[config.mk]
export PLATFORM = sky130hd
export DESIGN_NAME = dmab_arbiter
export DESIGN_NICKNAME = d
export VERILOG_FILES = /design/src/rtl/dmab_pkg.sv /design/src/rtl/dmab_mix_check.sv /design/src/rtl/dmab_hold.sv /design/src/rtl/dmab_pick.sv /design/src/rtl/dmab_arbiter.sv
export SDC_FILE = /design/constraint.sdc
export NUM_CORES = 1
export LEC_CHECK = 0
export ABC_CLOCK_PERIOD_IN_PS = 2070
export BUFFER_PORTS_ARGS = -buffer_cell sky130_fd_sc_hd__buf_2
export CAP_MARGIN = 20
export CORE_AREA = 3 3 40 42
export CTS_BUF_LIST = sky130_fd_sc_hd__clkbuf_4 sky130_fd_sc_hd__clkbuf_8
export DETAILED_ROUTE_END_ITERATION = 12
export DIE_AREA = 0 0 43 45
export SLEW_MARGIN = 20
export SYNTH_ARGS = -nofsm -noshare
export SYNTH_HDL_FRONTEND = slang
export SYNTH_SLANG_ARGS = --single-unit
[constraint.sdc]
create_clock -name clk -period 2.07 [get_ports clk]
set_input_delay 0.1035 -clock clk [delete_from_list [all_inputs] [get_ports clk]]
set_output_delay 0.1035 -clock clk [all_outputs]
set_load 0.01 [all_outputs]
[src/rtl/dmab_pkg.sv]
package dmab_pkg;
    // Owner code 0 is always the CPU; channel k is owner k+1.
    localparam int unsigned DMAB_OWNER_CPU = 0;

    typedef enum logic {
        PRI_FIXED = 1'b0,
        PRI_ROTATE = 1'b1
    } dmab_pri_e;
endpackage

[src/rtl/dmab_mix_check.sv]
module dmab_mix_check #(
    parameter int unsigned NUM_CH = 2
) (
    input  logic [NUM_CH-1:0] req,
    input  logic [NUM_CH-1:0] burst,
    input  logic              rotate,
    output logic              mix_err
);
    logic any_burst;
    logic any_steal;

    always_comb begin
        any_burst = |(req & burst);
        any_steal = |(req & ~burst);
        mix_err   = rotate & any_burst & any_steal;
    end
endmodule

[src/rtl/dmab_hold.sv]
module dmab_hold #(
    parameter int unsigned NUM_CH = 2,
    localparam int unsigned IDX_W = (NUM_CH > 1) ? $clog2(NUM_CH) : 1
) (
    input  logic              owner_is_ch,
    input  logic [IDX_W-1:0]  owner_ch,
    input  logic [NUM_CH-1:0] req,
    input  logic [NUM_CH-1:0] burst,
    input  logic              rotate,
    input  logic              done,
    output logic              keep_bus
);
    logic higher_req;
    logic own_burst;
    logic own_req;

    always_comb begin
        higher_req = 1'b0;
        for (int i = 0; i < NUM_CH; i++) begin
            if (i < int'(owner_ch) && req[i]) begin
                higher_req = 1'b1;
            end
        end
        own_burst = burst[owner_ch];
        own_req   = req[owner_ch];
        keep_bus  = owner_is_ch &
                    (~done | (own_burst & own_req & (rotate | ~higher_req)));
    end
endmodule

[src/rtl/dmab_pick.sv]
module dmab_pick #(
    parameter int unsigned NUM_CH = 2,
    localparam int unsigned IDX_W = (NUM_CH > 1) ? $clog2(NUM_CH) : 1
) (
    input  logic [NUM_CH-1:0] req,
    input  logic              excl_en,
    input  logic [IDX_W-1:0]  excl_idx,
    input  logic              rotate,
    input  logic [IDX_W-1:0]  ptr,
    output logic              found,
    output logic [IDX_W-1:0]  win
);
    int idx;

    always_comb begin
        found = 1'b0;
        win   = '0;
        idx   = 0;
        for (int off = 0; off < NUM_CH; off++) begin
            idx = rotate ? ((int'(ptr) + off) % NUM_CH) : off;
            if (!found && req[idx] && !(excl_en && idx == int'(excl_idx))) begin
                found = 1'b1;
                win   = IDX_W'(idx);
            end
        end
    end
endmodule

[src/rtl/dmab_arbiter.sv]
module dmab_arbiter
    import dmab_pkg::*;
#(
    parameter int unsigned NUM_CH = 2,
    localparam int unsigned IDX_W = (NUM_CH > 1) ? $clog2(NUM_CH) : 1,
    localparam int unsigned OWN_W = $clog2(NUM_CH + 1),
    localparam int unsigned GNT_W = NUM_CH + 1
) (
    input  logic              clk,
    input  logic              rst_n,
    input  logic [NUM_CH-1:0] dma_req,
    input  logic [NUM_CH-1:0] burst_sel,
    input  logic              rr_mode,
    input  logic              unit_done,
    output logic [GNT_W-1:0]  grant,
    output logic              cfg_err
);
    typedef struct packed {
        logic [OWN_W-1:0] owner;
        logic [IDX_W-1:0] ptr;
        logic             cfg_err;
    } arb_state_t;

    arb_state_t st_d;
    arb_state_t st_q;

    dmab_pri_e        pri_mode;
    logic             owner_is_ch;
    logic [IDX_W-1:0] owner_ch;
    logic             mix_err;
    logic             keep_bus;
    logic             pick_found;
    logic [IDX_W-1:0] pick_win;

    always_comb begin
        pri_mode    = dmab_pri_e'(rr_mode);
        owner_is_ch = (st_q.owner != OWN_W'(DMAB_OWNER_CPU));
        owner_ch    = owner_is_ch ? IDX_W'(st_q.owner - OWN_W'(1)) : '0;
    end

    dmab_mix_check #(.NUM_CH(NUM_CH)) u_mix (
        .req     (dma_req),
        .burst   (burst_sel),
        .rotate  (pri_mode == PRI_ROTATE),
        .mix_err (mix_err)
    );

    dmab_hold #(.NUM_CH(NUM_CH)) u_hold (
        .owner_is_ch (owner_is_ch),
        .owner_ch    (owner_ch),
        .req         (dma_req),
        .burst       (burst_sel),
        .rotate      (pri_mode == PRI_ROTATE),
        .done        (unit_done),
        .keep_bus    (keep_bus)
    );

    dmab_pick #(.NUM_CH(NUM_CH)) u_pick (
        .req      (dma_req),
        .excl_en  (owner_is_ch),
        .excl_idx (owner_ch),
        .rotate   (pri_mode == PRI_ROTATE),
        .ptr      (st_q.ptr),
        .found    (pick_found),
        .win      (pick_win)
    );

    always_comb begin
        st_d         = st_q;
        st_d.cfg_err = mix_err;
        if (!keep_bus) begin
            if (mix_err || !pick_found) begin
                st_d.owner = OWN_W'(DMAB_OWNER_CPU);
            end else begin
                st_d.owner = OWN_W'(pick_win) + OWN_W'(1);
                st_d.ptr   = (int'(pick_win) == NUM_CH - 1) ? '0
                                                             : IDX_W'(pick_win + IDX_W'(1));
            end
        end
    end

    always_ff @(posedge clk) begin
        if (!rst_n) begin
            st_q <= '{owner: OWN_W'(DMAB_OWNER_CPU), ptr: '0, cfg_err: 1'b0};
        end else begin
            st_q <= st_d;
        end
    end

    for (genvar g = 0; g < GNT_W; g++) begin : g_gnt
        assign grant[g] = (st_q.owner == OWN_W'(g));
    end

    assign cfg_err = st_q.cfg_err;
endmodule

# Word-level counts from Yosys, hierarchy flattened
# Index checks and enable logic that the tools add are counted.
# totals
regBits	4
input_bits	8
elab_cells	65
out_inout_bits	4
# classes
n_reduce_logical	16
addsub	4
n_bitwise	14
n_eq_ne	4
mux	20
magnitude_cmp	4
# ops
op	count
== test 32 x 2 -> 1 bit	2
less-than comparator 32 x 3 -> 1 bit, second input constant	2
2-to-1 mux 1 bit	19
logical AND 1 bit	6
bitwise AND 1 bit	5
bitwise AND 2 bit	2
logical NOT 1 bit	4
inverter 1 bit	4
OR reduction 2 bit	2
adder 1 bit, second input constant	2
adder 1 x 1 -> 2 bit, second input constant	1
== test 2 x 1 -> 1 bit, second input constant	1
== test 2 bit, second input constant	1
logical NOT 2 bit	1
less-than comparator 1 x 2 -> 1 bit, second input constant	1
2-to-1 mux 2 bit	1
inverter 2 bit	1
OR 1 bit	2
AND reduction 2 bit	1
nonzero test 2 bit	1
logical OR 1 bit	1
less-than comparator 1 bit, first input constant	1
subtractor 1 bit, second input constant	1

# Longest topological paths before layout
# Gate-level depths: netlist of run 1.
# depth
word_depth	15
depth_mapped	5
ltp_nobuf	5

# Cells and area by module
# From an unflattened synthesis of run 1, not the netlist that was laid out.
# unflattened
hier_cells	33
hier_area_um2	262.8
# by_module_without_submodules
mod	area_each_um2	instances	seq_area_each_um2	cells_each
dmab_arbiter	175.2	1	80.1	18
dmab_pick	40.0	1	0.0	7
dmab_hold	30.0	1	0.0	5
dmab_mix_check	17.5	1	0.0	3

# Worst setup path before layout of run 1
# Ideal clock, no wire load.
# synth_timing
path_type	reg-to-reg
from	register st_q[3] in the netlist's numbering
to	register st_q[3] in the netlist's numbering
setup_slack_ns	0.841
required_time_ns	1.978
synth_period_minus_slack_ns	1.229
path_buffers	0
setup_ns	0.092
t_arrival_ns	1.137
stages_incl_launch_ff	6
cell_sequence	dfxtp_1 > nor2b_4 > o21ai_2 > nor2_2 > o221ai_2 > o32ai_1
# synth_via
elab_chain_cells	14
elab_cells_between_ends	33
cone_classes	1 x add/sub; 1 x order compare; 2 x eq/ne; 11 x mux; 6 x bitwise; 12 x reduce/logical
# synth_lines
item	line	source
from (decl)	dmab_arbiter.sv:25	arb_state_t st_q;
from (signal assigned)	dmab_arbiter.sv:84	st_q <= '{owner: OWN_W'(DMAB_OWNER_CPU), ptr: '0, cfg_err: 1'b0};
from (signal assigned)	dmab_arbiter.sv:86	st_q <= st_d;
nonzero test 2 bit (*)	dmab_arbiter.sv:37	owner_is_ch = (st_q.owner != OWN_W'(DMAB_OWNER_CPU));
2-to-1 mux 1 bit	dmab_arbiter.sv:38	owner_ch = owner_is_ch ? IDX_W'(st_q.owner - OWN_W'(1)) : '0;
== test 32 x 2 -> 1 bit	dmab_pick.sv:21	if (!found && req[idx] && !(excl_en && idx == int'(excl_idx))) begin
logical AND 1 bit	dmab_pick.sv:21	
logical NOT 1 bit	dmab_pick.sv:21	
logical AND 1 bit	dmab_pick.sv:21	
2-to-1 mux 1 bit	dmab_pick.sv:21	
logical NOT 1 bit	dmab_pick.sv:21	
logical AND 1 bit (2 in a row)	dmab_pick.sv:21	
2-to-1 mux 1 bit	dmab_pick.sv:21	
logical NOT 1 bit	dmab_arbiter.sv:72	if (mix_err || !pick_found) begin
logical OR 1 bit	dmab_arbiter.sv:72	
2-to-1 mux 2 bit	dmab_arbiter.sv:72	
# Mark *: on every way between the ends. The rest lies on a longest branch, timed or not. The select of a mux whose other input is x is not followed.
# A chain may end at the register's enable or synchronous reset.

# Final worst setup path of run 1
# Ends and elaborated chain as after synthesis.

==> metrics, run 1 <==
final-report hold violation count=0; Yosys warning count=0; RSZ-0062 raised after global routing=false; Cell variety after synth=18; Critical Path Sink Type=flip-flop; hold buffers post-CTS=0; Pre-antenna DRT Iters=2; VDD IR max=~200 uV; core area=about 1300 um^2; Vias/cell=4.25; detailed router's first-iteration violation count=3; Reg2Reg Capture Point=st_q[3]; final WL=598 um; Port Buffers=11; status=completed; post-synthesis mux area share=between 4 and 5%; Max Freq=0.754 GHz; R2R depth=5; sequential-to-total area share from yosys stat=32.7%; Critical path destination=st_q[3]; worst clock skew=0.00210 ns; remaining global-route overflow=0; simple logic cell fraction of the synthesized area=approximately a third; crit-path max cell delay=0.40 ns; Rows=13; Post-CTS Setup Bufs=0; number of buffers created by CTS=3; H-tree level count=1; Tot Pwr=277 uW; DP Worst Slack=0.746 ns; routed length per instance=9.97 um; routability cong.=0.818; largest net degree at the start of global routing=8; initial antenna violation count=0; Stages on worst setup path=5; final antenna-violating net count=0; Tightest Hold Check Type=input port to flip-flop; Clock transition at path regs=approximately 0.04 ns; worst path bufs/invs=0; Compound-Gate Fraction of Synth Area=21.9%; CP arrival=1.47 ns; Slew HR=81.7%; IO Pins=12; post-route setup slack=0.743 ns; worst-skew pair later-pin latency=about 0.23 ns; Adder-Cell Fraction of Synth Area=0%; clk root buf=clkbuf_4; final net count=55; fill cell count=145; RR Startpoint=st_q[3]; delay-heaviest family, CP=compound AO/OA/AOI/OAI gates; first-pass GRT wire length=around 1100 um; clk sinks=4; Die X-Extent=43 um; reg-to-reg slack, setup=0.74 ns; DIE HEIGHT=45 um; Data required, critical path=2.21 ns; min Tclk post-route=1.33 ns; setup TNS=0 ns; fin crit share=64.1%; Clock Tree Buf Depth=2; die area=just under 2000 um^2; Synth Register Bits=4; Remaining DRCs=0; CP Launch Type=flip-flop; CTS tree=built; Antenna diodes=0; Synth Cell Area=245 um^2; GRT Util Overall=7.83%; Worst Tran Pin Value=about 0.27 ns; worst path cell trace=nor2b_4 > o21ai_2 > nor2_2 > o221ai_2 > o32ai_1; Starting Density=19.1%; CP max-delay cell=dfxtp_1; Critical Path Fanout Max=5; Leakage=0.158 nW; post-DP HPWL=496 um; Mean Syn Cell Area=7.91 um^2; Crit Path Class=flip-flop to flip-flop; Mapped Nets=39; post-CTS sizing=0; max cap viols=0; vias in the first global route=270; CP startpoint=st_q[3]; power per cell area=between 800 and 900 nW/um^2; Final setup violation count=0; count of final max-slew check failures=0; fraction of layout cells with a size suffix above 1=42.2%; Post-Synthesis Cells=31; post-synthesis xor/xnor area fraction=3.57%; Area Growth Syn to Fin=39.3%; main combinational cell family by area after synthesis=simple AND/OR/NAND/NOR gates; routed vias=between 200 and 300
-- worst min path at each step --
stage                from  cells after the start       to  slack, ns
floorplan           rst_n                      2  st_q[2]       0.24
global placement    rst_n                      3  st_q[1]       0.41
detailed placement  rst_n                      3  st_q[2]       0.42
CTS                 rst_n                      3  cfg_err       0.17
global route        rst_n                      3  cfg_err       0.18
finish              rst_n                      3  cfg_err       0.17
-- logic make-up after synthesis --
group                  after synthesis
AND/OR/NAND/NOR                     15
AO/OA/AOI/OAI                        7
flip-flops                           4
buffers and inverters                3
XOR/XNOR                             1
multiplexers                         1
-- where the power goes --
group          switching (mW)  leakage, nW  total [mW]  internal (mW)
registers              0.0134       0.0329       0.102         0.0883
logic                  0.0405        0.111      0.0783         0.0378
clock network          0.0325       0.0138      0.0974         0.0649
-- cell usage after synthesis (all sizes together) --
master,count,share of area [%]
nand2,6,9.2
nor2,2,4.1
nor3,2,4.1
and2b,1,3.6
inv,3,4.6
mux2i,1,4.1
o21ai,3,7.7
o32ai,1,3.6
a21oi,1,2.0
dfxtp,4,33
o22ai,1,2.6
nand3,2,4.1
xnor2,1,3.6
nor2b,2,8.2
o221ai,1,6.1
-- tightest hold or removal path: stages --
cell and delay, ns:
buf_2 0.13, inv_1 0.07, nor3_1 0.05
-- cell usage in the layout, fill, tap and decap left out, types with 2 or more instances in the layout --
| cell | netlist | final |
|---|---|---|
| clkbuf_4 | 0 | 3 |
| o21ai_0 | 2 | 2 |
| inv_1 | 3 | 3 |
| dfxtp_1 | 4 | 4 |
| nand3_1 | 2 | 2 |
| nor3_1 | 2 | 2 |
| buf_2 | 0 | 11 |
| nand2_1 | 6 | 6 |
-- registers in the layout, indices dropped and copies added, names as in the netlist --
register	flops
cfg_err	1
st_q	3
-- area by class of cell --
class,count,area [um^2],area share [%]
multi-input combinational,24,154,45.1
clock buffer,3,22.5,6.59
inverter,3,11.3,3.30
tap,15,18.8,5.49
timing repair buffer,11,55.1,16.1
sequential,4,80.1,23.4
-- per-layer routing --
layer	vias to the layer above	part of all wire, %	GRT usage [%]
li1	137	-	-
met3	2	10	4.78
met4	0	2.8	5.42
met1	106	45	8.70
met2	10	42	11.1
met5	-	0	0
-- metrics by stage --
| step | utilization [%] | std cells | instance area, um^2 | hold WS (ns) |
|---|---|---|---|---|
| floorplan | - | 31 | 245 | 0.242 |
| global placement | 24.8 | 57 | 319 | 0.407 |
| detailed placement | 24.8 | 57 | 319 | 0.419 |
| CTS | 26.6 | 60 | 342 | 0.168 |
| global route | 26.6 | 60 | 342 | 0.175 |
| finish | 26.6 | 60 | 342 | 0.174 |
(Power assumes the default switching activity.)
==> inputs of run 2 (changes only) <==
--- a/config.mk
+++ b/config.mk
@@ -5,7 +5,7 @@
 export SDC_FILE = /design/constraint.sdc
 export NUM_CORES = 1
 export LEC_CHECK = 0
-export ABC_CLOCK_PERIOD_IN_PS = 2070
+export ABC_CLOCK_PERIOD_IN_PS = 1250
 export BUFFER_PORTS_ARGS = -buffer_cell sky130_fd_sc_hd__buf_2
 export CAP_MARGIN = 20
 export CORE_AREA = 3 3 40 42
==> constraint.sdc (replaced) <==
create_clock -name clk -period 1.25 [get_ports clk]
set_input_delay 0.0625 -clock clk [delete_from_list [all_inputs] [get_ports clk]]
set_output_delay 0.0625 -clock clk [all_outputs]
set_load 0.01 [all_outputs]
==> metrics, run 2 (synthesis gave the netlist of run 1 again) <==
Comb pwr share=33.0% (+4.8 points); Die X-Extent=43 um (unchanged); VDD IR max=461 uV (+130%); post-route setup slack=0.0388 ns (-0.704 ns); DP Worst Slack=-0.000705 ns (-0.746 ns); HP Start=rst_n; DIE HEIGHT=45 um (unchanged); fraction of layout cells with a size suffix above 1=54.2% (+12 points); Reg2Reg Capture Point=st_q[3]; IO Pins=12 (unchanged); fill cell count=141 (-2.8%); core area=1280 um^2 (unchanged); reg-to-reg slack, setup=0.04 ns (-0.70 ns); Crit Path Class=flip-flop to flip-flop; share of power burned in registers=34.7% (-2.0 points); die area=1940 um^2 (unchanged); most frequent cells in the layout=11 x buf_2, 6 x nand2_1, 3 x inv_1, 3 x clkbuf_4, 3 x buf_4; Clk network pwr share=32.2% (-2.9 points); Clock Tree Buf Depth=2 (unchanged); max cap viols=0 (unchanged); Sw Ratio=30.5% (-0.66 points); Pre-antenna DRT Iters=2 (unchanged); R2R depth=4 (-1); final WL=590 um (-1.3%); Starting Density=19.1% (unchanged); Antenna diodes=0 (unchanged); final-report hold violation count=0 (unchanged); routability cong.=0.769 (-6.0%); Port Buffers=11 (unchanged); Rows=13 (unchanged); Worst Tran Pin Value=0.322 ns (+0.0482 ns); Leakage=0.179 nW (+13%); Max Freq=0.826 GHz (+9.6%); CP Launch Type=flip-flop; Largest register FFs=3 (unchanged); Final setup violation count=0 (unchanged); status=completed; dpl cell area=342 um^2 (+7.1%); number of buffers created by CTS=3 (unchanged); Net Sw Power=148 uW (+72%); routed length per instance=9.37 um (-6.0%); CTS tree=built; routed vias=273 (+7.1%); fin crit share=96.9% (+33 points); largest net degree at the start of global routing=7 (-1); remaining global-route overflow=0 (unchanged); Data required, critical path=1.39 ns (-0.82 ns); Vias/cell=4.33 (+2.0%); worst clock skew=0.000560 ns (-0.00154 ns); power per cell area=1270 nW/um^2 (+57%); RR Startpoint=st_q[2]; Tightest Hold Check Type=input port to flip-flop; initial antenna violation count=0 (unchanged); Area Growth Syn to Fin=55.6%; GRT Util Overall=7.50% (-0.33 points); flip-flop and latch area=85.1 um^2 (+6.2%); final instance area=382 um^2 (+12%); final antenna-violating net count=0 (unchanged); Slew HR=78.3% (-3.4 points); CP arrival=1.35 ns (-0.12 ns); clk root buf=clkbuf_4; detailed router's first-iteration violation count=2 (-1); commonest non-fill, non-tap cell in the layout=buf_2; count of final max-slew check failures=0 (unchanged); Remaining DRCs=0 (unchanged); H-tree level count=1 (unchanged); Min-Delay Endpoint=st_q[2]; hold buffers post-CTS=0 (unchanged); Top reg by flops=st_q; Hold Path Depth=3 (unchanged); Critical Path Fanout Max=6 (+1); RSZ-0062 raised after global routing=true; Critical Path Sink Type=flip-flop; min Tclk post-route=1.21 ns (-0.116 ns); P_int=338 uW (+77%); clk sinks=4 (unchanged); vias in the first global route=254 (-5.9%); first-pass GRT wire length=1020 um (-3.2%); Clock transition at path regs=0.04 ns (about the same); final net count=58 (+5.5%); worst-skew pair later-pin latency=0.23 ns (about the same); multi-input logic area=166 um^2 (+8.1%)
-- run 2: worst max path at each step --
| stage | endpoint | depth (start not counted) | from |
|---|---|---|---|
| after floorplan | st_q[3] | 5 | st_q[3] |
| after global placement | st_q[3] | 4 | st_q[2] |
| after detailed placement | st_q[1] | 5 | st_q[2] |
| after CTS | st_q[3] | 5 | st_q[3] |
| after global routing | st_q[3] | 5 | st_q[2] |
| final | st_q[3] | 4 | st_q[2] |
-- run 2: what timing repair did --
item,4_1_cts,5_1_grt
pin swaps,0,4
setup buffers,0,0
resized for setup,1,4
endpoints found under the setup margin,2,3
hold endpoints to repair,0,0
-- run 2: per-stage QoR --
step / std cells / hold WS, ns / setup TNS (ns) / utilization (%) / power, mW
after floorplan: 31 / 0.201 / 0 / - / 0.252
after global placement: 60 / 0.364 / 0 / 26.6 / 0.320
after detailed placement: 60 / 0.361 / -0.000705 / 26.6 / 0.320
after CTS: 63 / 0.121 / 0 / 28.4 / 0.488
after global routing: 63 / 0.154 / -0.0383 / 29.7 / 0.524
final: 63 / 0.124 / 0 / 29.7 / 0.486
-- run 2: critical path: stages (launching register included) --
cell      delay (ns)
dfxtp_4         0.36
buf_4           0.14
o22ai_1         0.20
o221ai_2        0.16
o32ai_2         0.26
-- run 2: routing by layer --
layer / share of wire, % / GRT usage (%)
met5: 0 / 0
met4: 1.7 / 3.61
met3: 8.0 / 4.78
met2: 45 / 10.8
met1: 45 / 8.70
-- run 2: final cells by class --
type	instances	area share, %
multi-input combinational	24	43.6
clock buffer	3	5.90
inverter	3	2.95
tap	15	4.92
sequential	4	22.3
timing repair buffer	14	20.3
-- run 2: power groups by stage --
stage          Combinational, mW  Sequential [mW]  Clock (mW)
6_report                   0.161            0.169       0.157
5_1_grt                    0.178            0.172       0.174
4_1_cts                    0.155            0.166       0.167
3_5_place_dp               0.154            0.167           0
3_3_place_gp               0.156            0.165           0
2_1_floorplan             0.0866            0.165           0
